--- src/rtl/quad_pwm_pkg.sv ---
// Package: shared word addresses, field positions and divider codes for the
// quad-channel pulse-width modulator. Assumes at most four channels so that
// every per-channel field fits in one 32-bit word.
package quad_pwm_pkg;
    localparam int unsigned CTRL_WORD   = 0;
    localparam int unsigned CFG_WORD0   = 1;
    localparam int unsigned MODE_WORD   = 5;
    localparam int unsigned DIV_LSB     = 4;
    localparam int unsigned MODE_STRIDE = 4;
    localparam int unsigned DUTY_LSB    = 16;

    // Divider code: bit 0 engages the first sub-divider, bit 1 the second.
    typedef enum logic [1:0] {
        DIV_NONE = 2'd0,
        DIV_A    = 2'd1,
        DIV_B    = 2'd2,
        DIV_AB   = 2'd3
    } div_sel_e;
endpackage

--- src/rtl/quad_pwm_regs.sv ---
// Module: register file with a synchronous word-addressed bus. Holds the
// control, per-channel configuration and mode words. Reads are registered
// and return the stored value the cycle after bus_re. Unmapped reads give 0.
module quad_pwm_regs
    import quad_pwm_pkg::*;
#(
    parameter int NUM_CH = 4,
    parameter int ADDR_W = 4
) (
    input  logic                     clk,
    input  logic                     rst_n,
    input  logic                     bus_we,
    input  logic                     bus_re,
    input  logic [ADDR_W-1:0]        bus_addr,
    input  logic [31:0]              bus_wdata,
    output logic [31:0]              bus_rdata,
    output logic [31:0]              ctrl_q,
    output logic [NUM_CH-1:0][31:0]  cfg_q,
    output logic [31:0]              mode_q
);
    logic [31:0] rd_mux;

    // Store written words into the addressed register.
    always_ff @(posedge clk) begin
        if (!rst_n) begin
            ctrl_q <= '0;
            cfg_q  <= '0;
            mode_q <= '0;
        end else if (bus_we) begin
            if (bus_addr == ADDR_W'(CTRL_WORD)) ctrl_q <= bus_wdata;
            if (bus_addr == ADDR_W'(MODE_WORD)) mode_q <= bus_wdata;
            for (int i = 0; i < NUM_CH; i++) begin
                if (bus_addr == ADDR_W'(CFG_WORD0 + i)) cfg_q[i] <= bus_wdata;
            end
        end
    end

    // Select the addressed register for reading.
    always_comb begin
        rd_mux = '0;
        if (bus_addr == ADDR_W'(CTRL_WORD)) rd_mux = ctrl_q;
        if (bus_addr == ADDR_W'(MODE_WORD)) rd_mux = mode_q;
        for (int i = 0; i < NUM_CH; i++) begin
            if (bus_addr == ADDR_W'(CFG_WORD0 + i)) rd_mux = cfg_q[i];
        end
    end

    // Capture read data on a read strobe; hold it otherwise.
    always_ff @(posedge clk) begin
        if (!rst_n)      bus_rdata <= '0;
        else if (bus_re) bus_rdata <= rd_mux;
    end
endmodule

--- src/rtl/quad_pwm_presc.sv ---
// Module: two cascaded sub-dividers (SUB_A, then SUB_B) selected by a 2-bit
// code. Emits one tick per prescaled step. Assumes SUB_A and SUB_B are
// powers of two above 1. The clr input returns both counters to zero.
module quad_pwm_presc
    import quad_pwm_pkg::*;
#(
    parameter int SUB_A = 8,
    parameter int SUB_B = 64
) (
    input  logic     clk,
    input  logic     rst_n,
    input  logic     clr,
    input  div_sel_e sel,
    output logic     tick
);
    localparam int A_W = $clog2(SUB_A);
    localparam int B_W = $clog2(SUB_B);

    logic [A_W-1:0] a_cnt;
    logic [B_W-1:0] b_cnt;
    logic           use_a, use_b, a_wrap, b_wrap, a_tick;

    // Decode the stage enables and wrap points.
    always_comb begin
        use_a  = sel[0];
        use_b  = sel[1];
        a_wrap = (a_cnt == A_W'(SUB_A - 1));
        b_wrap = (b_cnt == B_W'(SUB_B - 1));
        a_tick = use_a ? a_wrap : 1'b1;
        tick   = use_b ? (a_tick && b_wrap) : a_tick;
    end

    // Advance the first stage every clock and the second on first-stage ticks.
    always_ff @(posedge clk) begin
        if (!rst_n || clr) begin
            a_cnt <= '0;
            b_cnt <= '0;
        end else begin
            if (use_a)          a_cnt <= a_wrap ? '0 : a_cnt + 1'b1;
            if (use_b && a_tick) b_cnt <= b_wrap ? '0 : b_cnt + 1'b1;
        end
    end
endmodule

--- src/rtl/quad_pwm_chan.sv ---
// Module: one PWM channel. Loads period, duty and divider into shadows when a
// period starts, counts prescaled steps and drives the pin high while the step
// is below the duty. A period of 0 means 2**CNT_W steps. Disabling clears all
// state; hold_low masks the pin without stopping the count.
module quad_pwm_chan
    import quad_pwm_pkg::*;
#(
    parameter int CNT_W = 16,
    parameter int SUB_A = 8,
    parameter int SUB_B = 64
) (
    input  logic             clk,
    input  logic             rst_n,
    input  logic             en,
    input  logic             hold_low,
    input  div_sel_e         div_sel,
    input  logic [CNT_W-1:0] tb_in,
    input  logic [CNT_W-1:0] duty_in,
    output logic             pwm
);
    logic             running;
    logic [CNT_W-1:0] step, tb_sh, duty_sh, last_step;
    div_sel_e         div_sh;
    logic             step_tick;

    quad_pwm_presc #(.SUB_A(SUB_A), .SUB_B(SUB_B)) presc_i (
        .clk   (clk),
        .rst_n (rst_n),
        .clr   (!en || !running),
        .sel   (div_sh),
        .tick  (step_tick)
    );

    // Last step index of the period; a zero period wraps to all ones.
    assign last_step = tb_sh - 1'b1;

    // Start, step and reload the period; clear everything when disabled.
    always_ff @(posedge clk) begin
        if (!rst_n || !en) begin
            running <= 1'b0;
            step    <= '0;
            tb_sh   <= '0;
            duty_sh <= '0;
            div_sh  <= DIV_NONE;
        end else if (!running || (step_tick && step == last_step)) begin
            running <= 1'b1;
            step    <= '0;
            tb_sh   <= tb_in;
            duty_sh <= duty_in;
            div_sh  <= div_sel;
        end else if (step_tick) begin
            step <= step + 1'b1;
        end
    end

    // Drive the pin from the compare, gated by enable and mode select.
    assign pwm = en && running && !hold_low && (step < duty_sh);
endmodule

--- src/rtl/quad_pwm.sv ---
// Module: top of the quad-channel PWM. Splits the register words into
// per-channel fields and instantiates one channel per output. Assumes
// NUM_CH <= 4 and CNT_W <= 16 so that all fields fit their words.
module quad_pwm
    import quad_pwm_pkg::*;
#(
    parameter int NUM_CH = 4,
    parameter int ADDR_W = 4,
    parameter int CNT_W  = 16,
    parameter int SUB_A  = 8,
    parameter int SUB_B  = 64
) (
    input  logic              clk,
    input  logic              rst_n,
    input  logic              bus_we,
    input  logic              bus_re,
    input  logic [ADDR_W-1:0] bus_addr,
    input  logic [31:0]       bus_wdata,
    output logic [31:0]       bus_rdata,
    output logic [NUM_CH-1:0] pwm_out
);
    logic [31:0]                   ctrl_q, mode_q;
    logic [NUM_CH-1:0][31:0]       cfg_q;
    logic [NUM_CH-1:0]             ch_en, mode_sel;
    logic [NUM_CH-1:0][CNT_W-1:0]  ch_tb, ch_duty;
    logic [NUM_CH-1:0][1:0]        ch_div;

    quad_pwm_regs #(.NUM_CH(NUM_CH), .ADDR_W(ADDR_W)) regs_i (
        .clk       (clk),
        .rst_n     (rst_n),
        .bus_we    (bus_we),
        .bus_re    (bus_re),
        .bus_addr  (bus_addr),
        .bus_wdata (bus_wdata),
        .bus_rdata (bus_rdata),
        .ctrl_q    (ctrl_q),
        .cfg_q     (cfg_q),
        .mode_q    (mode_q)
    );

    for (genvar n = 0; n < NUM_CH; n++) begin : g_ch
        // Extract this channel's fields from the register words.
        assign ch_en[n]    = ctrl_q[n];
        assign ch_div[n]   = ctrl_q[DIV_LSB + 2*n +: 2];
        assign mode_sel[n] = mode_q[MODE_STRIDE * n];
        assign ch_tb[n]    = cfg_q[n][CNT_W-1:0];
        assign ch_duty[n]  = cfg_q[n][DUTY_LSB +: CNT_W];

        quad_pwm_chan #(.CNT_W(CNT_W), .SUB_A(SUB_A), .SUB_B(SUB_B)) chan_i (
            .clk      (clk),
            .rst_n    (rst_n),
            .en       (ch_en[n]),
            .hold_low (mode_sel[n]),
            .div_sel  (div_sel_e'(ch_div[n])),
            .tb_in    (ch_tb[n]),
            .duty_in  (ch_duty[n]),
            .pwm      (pwm_out[n])
        );
    end
endmodule

--- config.mk ---
export PLATFORM = sky130hd
export DESIGN_NAME = quad_pwm
export DESIGN_NICKNAME = d
export VERILOG_FILES = /design/src/rtl/quad_pwm_pkg.sv /design/src/rtl/quad_pwm_regs.sv /design/src/rtl/quad_pwm_presc.sv /design/src/rtl/quad_pwm_chan.sv /design/src/rtl/quad_pwm.sv
export SDC_FILE = /design/constraint.sdc
export NUM_CORES = 1
export LEC_CHECK = 0
export ABC_AREA = 0
export BUFFER_PORTS_ARGS = -buffer_cell sky130_fd_sc_hd__buf_4
export CAP_MARGIN = 20
export CORE_UTILIZATION = 62
export DETAILED_ROUTE_END_ITERATION = 7
export MAX_ROUTING_LAYER = met4
export PLACE_DENSITY = 0.8
export SYNTH_ARGS = -nofsm -noshare
export SYNTH_HDL_FRONTEND = slang
export SYNTH_SLANG_ARGS = --single-unit
--- constraint.sdc ---
create_clock -name clk -period 3.4 [get_ports clk]
set_clock_uncertainty 0.05 [all_clocks]
set_input_delay 0.68 -clock clk [delete_from_list [all_inputs] [get_ports clk]]
set_output_delay 0.68 -clock clk [all_outputs]
set_load 0.02 [all_outputs]
==> results of run 1 <==
[worst max-delay path, cell delays in order (launching register included)]
cell and delay, ns:
dfxtp_2 0.41, ha_1 0.25, a21oi_1 0.16, nor2b_1 0.08, o21ai_0 0.17, a21oi_1 0.09, o211ai_1 0.19, a211oi_1 0.11
nor3_1 0.28, buf_4 0.20
[flip-flops by register name (all words and copies together) (netlist names)]
register                   count
g_ch.chan_i.duty_sh           64
g_ch.chan_i.div_sh             8
g_ch.chan_i.presc_i.b_cnt     24
regs_i.bus_rdata              32
regs_i.cfg_q                 128
g_ch.chan_i.step              64
regs_i.mode_q                 32
regs_i.ctrl_q                 32
g_ch.chan_i.running            4
g_ch.chan_i.presc_i.a_cnt     12
g_ch.chan_i.tb_sh             64
[routing by layer]
layer | GRT usage (%) | share of wire (%) | vias to the layer above
met1 | 47.4 | 41 | 9237
met3 | 6.11 | 8.8 | 203
li1 | - | - | 9069
met5 | - | 0 | -
met2 | 56.7 | 45 | 882
met4 | 18.2 | 4.7 | 0
[how the worst max path moves through the flow]
stage	start	depth (start not counted)	endpoint	slack [ns]
finish	g_ch[1].chan_i.step[1]	9	pwm_out[1]	0.14
global route	g_ch[2].chan_i.tb_sh[0]	11	g_ch[2].chan_i.tb_sh[1]	0.02
CTS	g_ch[1].chan_i.step[1]	9	pwm_out[1]	0.05
detailed placement	g_ch[0].chan_i.tb_sh[0]	12	g_ch[0].chan_i.tb_sh[4]	0.23
global placement	g_ch[1].chan_i.tb_sh[0]	11	g_ch[1].chan_i.tb_sh[0]	0.31
floorplan	g_ch[2].chan_i.tb_sh[0]	12	g_ch[2].chan_i.duty_sh[6]	0.50
[placed cells by master (no fill, tap or decap), drive strengths merged, types with 29 or more instances in the layout]
cell type,Yosys,routed
nand2,470,470
dfxtp,464,464
nor2,218,218
a21boi,195,195
buf,29,140
mux2i,122,122
o21ai,97,97
inv,82,84
ha,80,80
nand3,79,79
xnor2,75,75
a21oi,74,74
xor2,74,74
clkbuf,143,73
nor3,48,48
nand4,47,47
a31oi,43,43
a22o,33,33
a222oi,32,32
and2,29,29
[area by class of cell]
type	count	share of cell area, %
diodes	1	0.0101
well taps	455	2.29
clock inverters	13	0.856
multi-input cells	1891	47.8
inverters	82	1.24
clock buffers	73	5.77
repair buffers	140	4.68
flip-flops and latches	464	37.4
[repair_timing]
action,4_1_cts,5_1_grt
gates resized for setup,0,9
hold buffers,0,0
endpoints found under the setup margin,0,90
[stage by stage]
step	setup WS [ns]	instance area (sq um)	std cells
2_1_floorplan	0.502	22100	2609
3_3_place_gp	0.310	23200	3032
3_5_place_dp	0.226	23200	3032
4_1_cts	0.0457	24800	3118
5_1_grt	0.0214	24900	3119
6_report	0.140	24900	3119
[where the power goes]
| part | leakage, nW | internal (W) | switching, W |
|---|---|---|---|
| Clock | 0.812 | 0.00329 | 0.00221 |
| Sequential | 3.75 | 0.00548 | 0.0000530 |
| Combinational | 4.40 | 0.000147 | 0.000251 |
| Total | 8.96 | 0.00892 | 0.00252 |
[cell families (layout without fill, tap and decap cells)]
logic type,Yosys count,in the layout,synth area share (%)
DFF,464,464,42.1
adders and majority gates,80,80,4.53
and+or+nand+nor,1006,1006,20.6
muxes,126,126,5.73
xor gates and xnor gates,149,149,5.91
other,0,1,0
buffers and inverters,254,308,4.58
AOI/OAI and AO/OA,530,530,16.6
==> impl_metrics.toml, run 1 <==
[setup_path]
reg2reg_slack_ns = 0.25
worstRegToRegCells = 9
worstPathArrival_ns = 2.53
category_of_the_worst_setup_path_launch_point = "flip-flop"
crit_path_max_fanout = 5
critical_path_required_ns = 2.67
worstSetupPathType = "reg -> out"
endpoint_kind = "output pin"
regToRegStartpoint = "g_ch[0].chan_i.tb_sh[1]"
worst_r2r_dst = "g_ch[0].chan_i.tb_sh[4]"

[timing]
timing.final.crit_period_ns = 3.26
unrepaired_setup_endpoints_after_global_routing = "no"
final.setup.tns_ns = 0
post-route-period-util_pct = 95.9
drv_slew = 0
final_hold_viol_count = 0
worst-slew-pin-transition_ns = 0.822
hold_slack_ns = 0.341
report.final.setup_viol = 0
max_clock_freq_mhz = 307
worst_slew_margin_rel_pct = 44.7

[floorplan]
dieHeight_um = 191
initial_core_util_pct = 63.5
floorplan_core_area_sq_um = 34800
ioPinCount = 76
fp.dieW_um = 191
fp.dieArea_sq_um = 36400
placementRows = 68

[detailed_routing]
routed_via_density = 6.22
post_detailed_route_count_of_antenna_violating_nets = 0
drc = 0
drt-initial-drc-count = 2138
drt_pass1_iterations = 8
detailed_route_wire_length_per_cell_um = 20.9
vias = 19400
routed_wirelength_mm = 65.3

[logic_synthesis]
synth-seq-area-share_pct = 42.1
post_synth.cell_area_avg_sq_um = 8.46
synth_area_sq_um = 22100
synth_common_cells = "nand2_1 (470), dfxtp_1 (464), nor2_1 (218), a21boi_0 (193), clkbuf_1 (143)"
post_synth_main_area_contributors = "dfxtp_1 (42%), nand2_1 (8.0%), a21boi_0 (6.6%)"
syn_inst = 2609
syn-num-nets = 2729
synthDominantCellAreaShare_pct = 42.1
synth_largest_area_cell = "dfxtp_1"
synth_async_sr_flop_share_pct = 0
most_instantiated_flip_flop_cell_in_the_synthesis_netlist = "dfxtp_1"
ys.warnings.count = 0
synthMostInstantiatedCell = "nand2_1"
synth_enable_flop_cells = 0
yosys_register_bits = 464
yosysUniqueCellTypes = 68

[cells_and_area]
finish.utilization_pct = 71.4
drive_gt1_share_pct = 9.35
final_net_count = 2746
fill_cells = 2662
multi_input_comb_area_sq_um = 11900
register_area_sq_um = 9300
synthToLayoutAreaGrowth_pct = 12.6

[run_status]
outcome = "finished, final reports clean"

[grt]
first_pass_grt_wire_length_mm = 102
grt_antenna_before_repair = 1
grt_pass1_vias = 18600
pin_count_of_the_biggest_net_entering_global_routing = 134
gr-usage-all-layers_pct = 37.1
globalRouteOverflowTotal = 0

[power]
post-layout-total-power_w = 0.0114
static-leakage-power_nw = 8.96
irDropWorstVdd_mv = 0.386
p_per_area_nw_per_um2 = 460

[place]
placement.io_buffers = 75
routabilityCongestion = 0.929
hpwlAfterDp_mm = 46.2

[clock_tree]
postCtsSetupBuffers = 0
clock-root-buffer = "clkbuf_16"
cts_tree = "done"
insertion_delay_ns = 0.59
cts_max_level = 2
numClockSinks = 464
worst_setup_hold_path_clk_slew_ns = 0.06
tritoncts.num_buffers = 47
clock_tree.buffer_depth = 3

[worst_hold_path]
hold_path_startpoint = "bus_wdata[22]"
hold_path_class = "in -> reg"
capture_endpoint_of_the_worst_hold_path = "regs_i.cfg_q[54]"
timing.hold.worst_path_depth = 3

[run]
max_capacitance_violation_count = 0
(Power assumes the default switching activity.)
==> run 2, diff against run 1 <==
--- a/config.mk
+++ b/config.mk
@@ -8,6 +8,7 @@
 export ABC_AREA = 0
 export BUFFER_PORTS_ARGS = -buffer_cell sky130_fd_sc_hd__buf_4
 export CAP_MARGIN = 20
+export CORE_ASPECT_RATIO = 0.7
 export CORE_UTILIZATION = 62
 export DETAILED_ROUTE_END_ITERATION = 7
 export MAX_ROUTING_LAYER = met4
==> run 2 against run 1 <==
Net effect:
- cell count is 0.22% higher
- final area fell by 0.37%
- register-to-register slack got worse by 0.13 ns
- worst setup slack worse by 0.021 ns
- global-route usage increased by 0.67 points
- sequential share of layout area rose by 0.13 points
- first-iteration DRC count up 8.9%
- clock-buffer cell count decreased by 16
- non-clock buffer count shrank 8
- critical path type is now reg -> reg
==> impl_metrics.toml, run 2 (same netlist as run 1, synthesis figures left out) <==
[grt]
gr-usage-all-layers_pct = 37.7
globalRouteOverflowTotal = 0
first_pass_grt_wire_length_mm = 103
grt_pass1_vias = 18400
grt_antenna_before_repair = 6
pin_count_of_the_biggest_net_entering_global_routing = 88

[clock_tree]
clock-root-buffer = "clkbuf_16"
cts_max_level = 2
numClockSinks = 464
insertion_delay_ns = 0.57
cts_hold_repair.buffers = 0
worst_setup_hold_path_clk_slew_ns = 0.06
cts_tree = "done"
clock_tree.buffer_depth = 3
tritoncts.num_buffers = 45
postCtsSetupBuffers = 0
post_cts.resized_instances = 0

[detailed_routing]
drt-initial-drc-count = 2329
drt_pass1_iterations = 8
vias = 19700
routed_via_density = 6.29
detailed_route_wire_length_per_cell_um = 21.6
post_detailed_route_count_of_antenna_violating_nets = 0
routed_wirelength_mm = 67.4
drc = 0

[power]
p_sw_w = 0.00254
combinationalPowerShare_pct = 3.5
post-layout-total-power_w = 0.0114
power.share.switching_pct = 22.4
p_seq_share_pct = 48.8
clock_network_fraction_of_design_power_pct = 47.7
static-leakage-power_nw = 8.86
cell_internal_power_w = 0.00882
irDropWorstVdd_mv = 0.371
p_per_area_nw_per_um2 = 459

[floorplan]
initial_core_util_pct = 63.3
fp.dieW_um = 228
dieHeight_um = 160
fp.dieArea_sq_um = 36400
ioPinCount = 76
placementRows = 57
floorplan_core_area_sq_um = 34900

[cells_and_area]
layout_commonest_cell = "nand2_1"
largest-register = "regs_i.cfg_q"
drive_gt1_share_pct = 9.06
finish.cell_count_without_fillers = 3126
layout_common_cells = "nand2_1 (470), dfxtp_1 (460), nor2_1 (217)"
synthToLayoutAreaGrowth_pct = 12.2
layout.cell_area.non_filler_sq_um = 24800
max_ffs_per_register = 128
final_net_count = 2736

[setup_path]
regToRegStartpoint = "g_ch[3].chan_i.tb_sh[0]"
worstPathArrival_ns = 3.66
worst_r2r_dst = "g_ch[3].chan_i.tb_sh[3]"
crit_path_max_fanout = 27
endpoint_kind = "flip-flop"
worstRegToRegCells = 10
worstSetupPathType = "reg -> reg"
reg2reg_slack_ns = 0.12
critical_path_required_ns = 3.78
category_of_the_worst_setup_path_launch_point = "flip-flop"

[worst_hold_path]
timing.hold.worst_path_depth = 3
hold_path_startpoint = "bus_wdata[22]"
capture_endpoint_of_the_worst_hold_path = "regs_i.ctrl_q[22]"
hold_path_class = "in -> reg"

[timing]
post-route-period-util_pct = 96.5
drv_slew = 0
unrepaired_setup_endpoints_after_global_routing = "no"
timing.final.ws_setup_ns = 0.119
final.setup.tns_ns = 0
worst_slew_margin_rel_pct = 37.5
timing.final.crit_period_ns = 3.28
worst-slew-pin-transition_ns = 0.930
max_clock_freq_mhz = 305
final_hold_viol_count = 0
report.final.setup_viol = 0

[place]
routabilityCongestion = 0.992
placement.io_buffers = 75
dp_cells = 3041
hpwlAfterDp_mm = 47.5
postPlaceCellArea_sq_um = 23100
place_ws_ns = 0.193

[run_status]
outcome = "finished, final reports clean"

[run]
max_capacitance_violation_count = 0
-- run 2: metal layers --
| metal | up-vias | share of wire (%) | global-route usage, % |
|---|---|---|---|
| met5 | - | 0 | - |
| met2 | 1121 | 43 | 54.8 |
| li1 | 9051 | - | - |
| met1 | 9325 | 42 | 49.2 |
| met4 | 0 | 3.4 | 13.8 |
| met3 | 162 | 12 | 11.5 |
-- run 2: worst max path at each step --
stage	endpoint	cells after the start	slack (ns)	startpoint
finish	g_ch[3].chan_i.tb_sh[3]	10	0.12	g_ch[3].chan_i.tb_sh[0]
global route	g_ch[0].chan_i.tb_sh[6]	9	0.004	g_ch[0].chan_i.tb_sh[0]
CTS	pwm_out[2]	8	0.02	g_ch[2].chan_i.step[2]
detailed placement	g_ch[0].chan_i.step[15]	10	0.19	g_ch[0].chan_i.tb_sh[0]
global placement	g_ch[0].chan_i.step[6]	10	0.31	g_ch[0].chan_i.tb_sh[0]
floorplan	g_ch[2].chan_i.duty_sh[6]	12	0.50	g_ch[2].chan_i.tb_sh[0]
-- run 2: critical path: stages (launching register included) --
cell and delay [ns]:
dfxtp_1 0.32, buf_4 0.16, nor3_1 0.63, and2_1 0.28
nand4b_1 0.14, xnor2_1 0.22, nand4_1 0.23, o41ai_4 0.51
buf_12 0.28, mux2i_1 0.23, nor2_1 0.08
-- run 2: per-stage QoR --
step / util (%) / hold WS, ns
6_report: 71.0 / 0.370
5_1_grt: 71.0 / 0.367
4_1_cts: 70.9 / 0.356
3_5_place_dp: 66.3 / 0.403
3_3_place_gp: 66.3 / 0.397
2_1_floorplan: - / 0.387
-- run 2: power groups by stage --
stage	clock network, W	logic [W]	registers (W)
floorplan	0	0.000185	0.00565
global placement	0	0.000374	0.00566
detailed placement	0	0.000381	0.00566
CTS	0.00543	0.000385	0.00553
global route	0.00567	0.000416	0.00554
finish	0.00542	0.000400	0.00554
-- run 2: cell type report --
cell class,instances,area (sq um)
tap,472,591
inverter,82,308
sequential,464,9290
clock buffer,57,1270
clock inverter,22,310
fill,2688,10100
multi-input combinational,1891,11900
timing repair buffer,132,1090
antenna,6,15.0
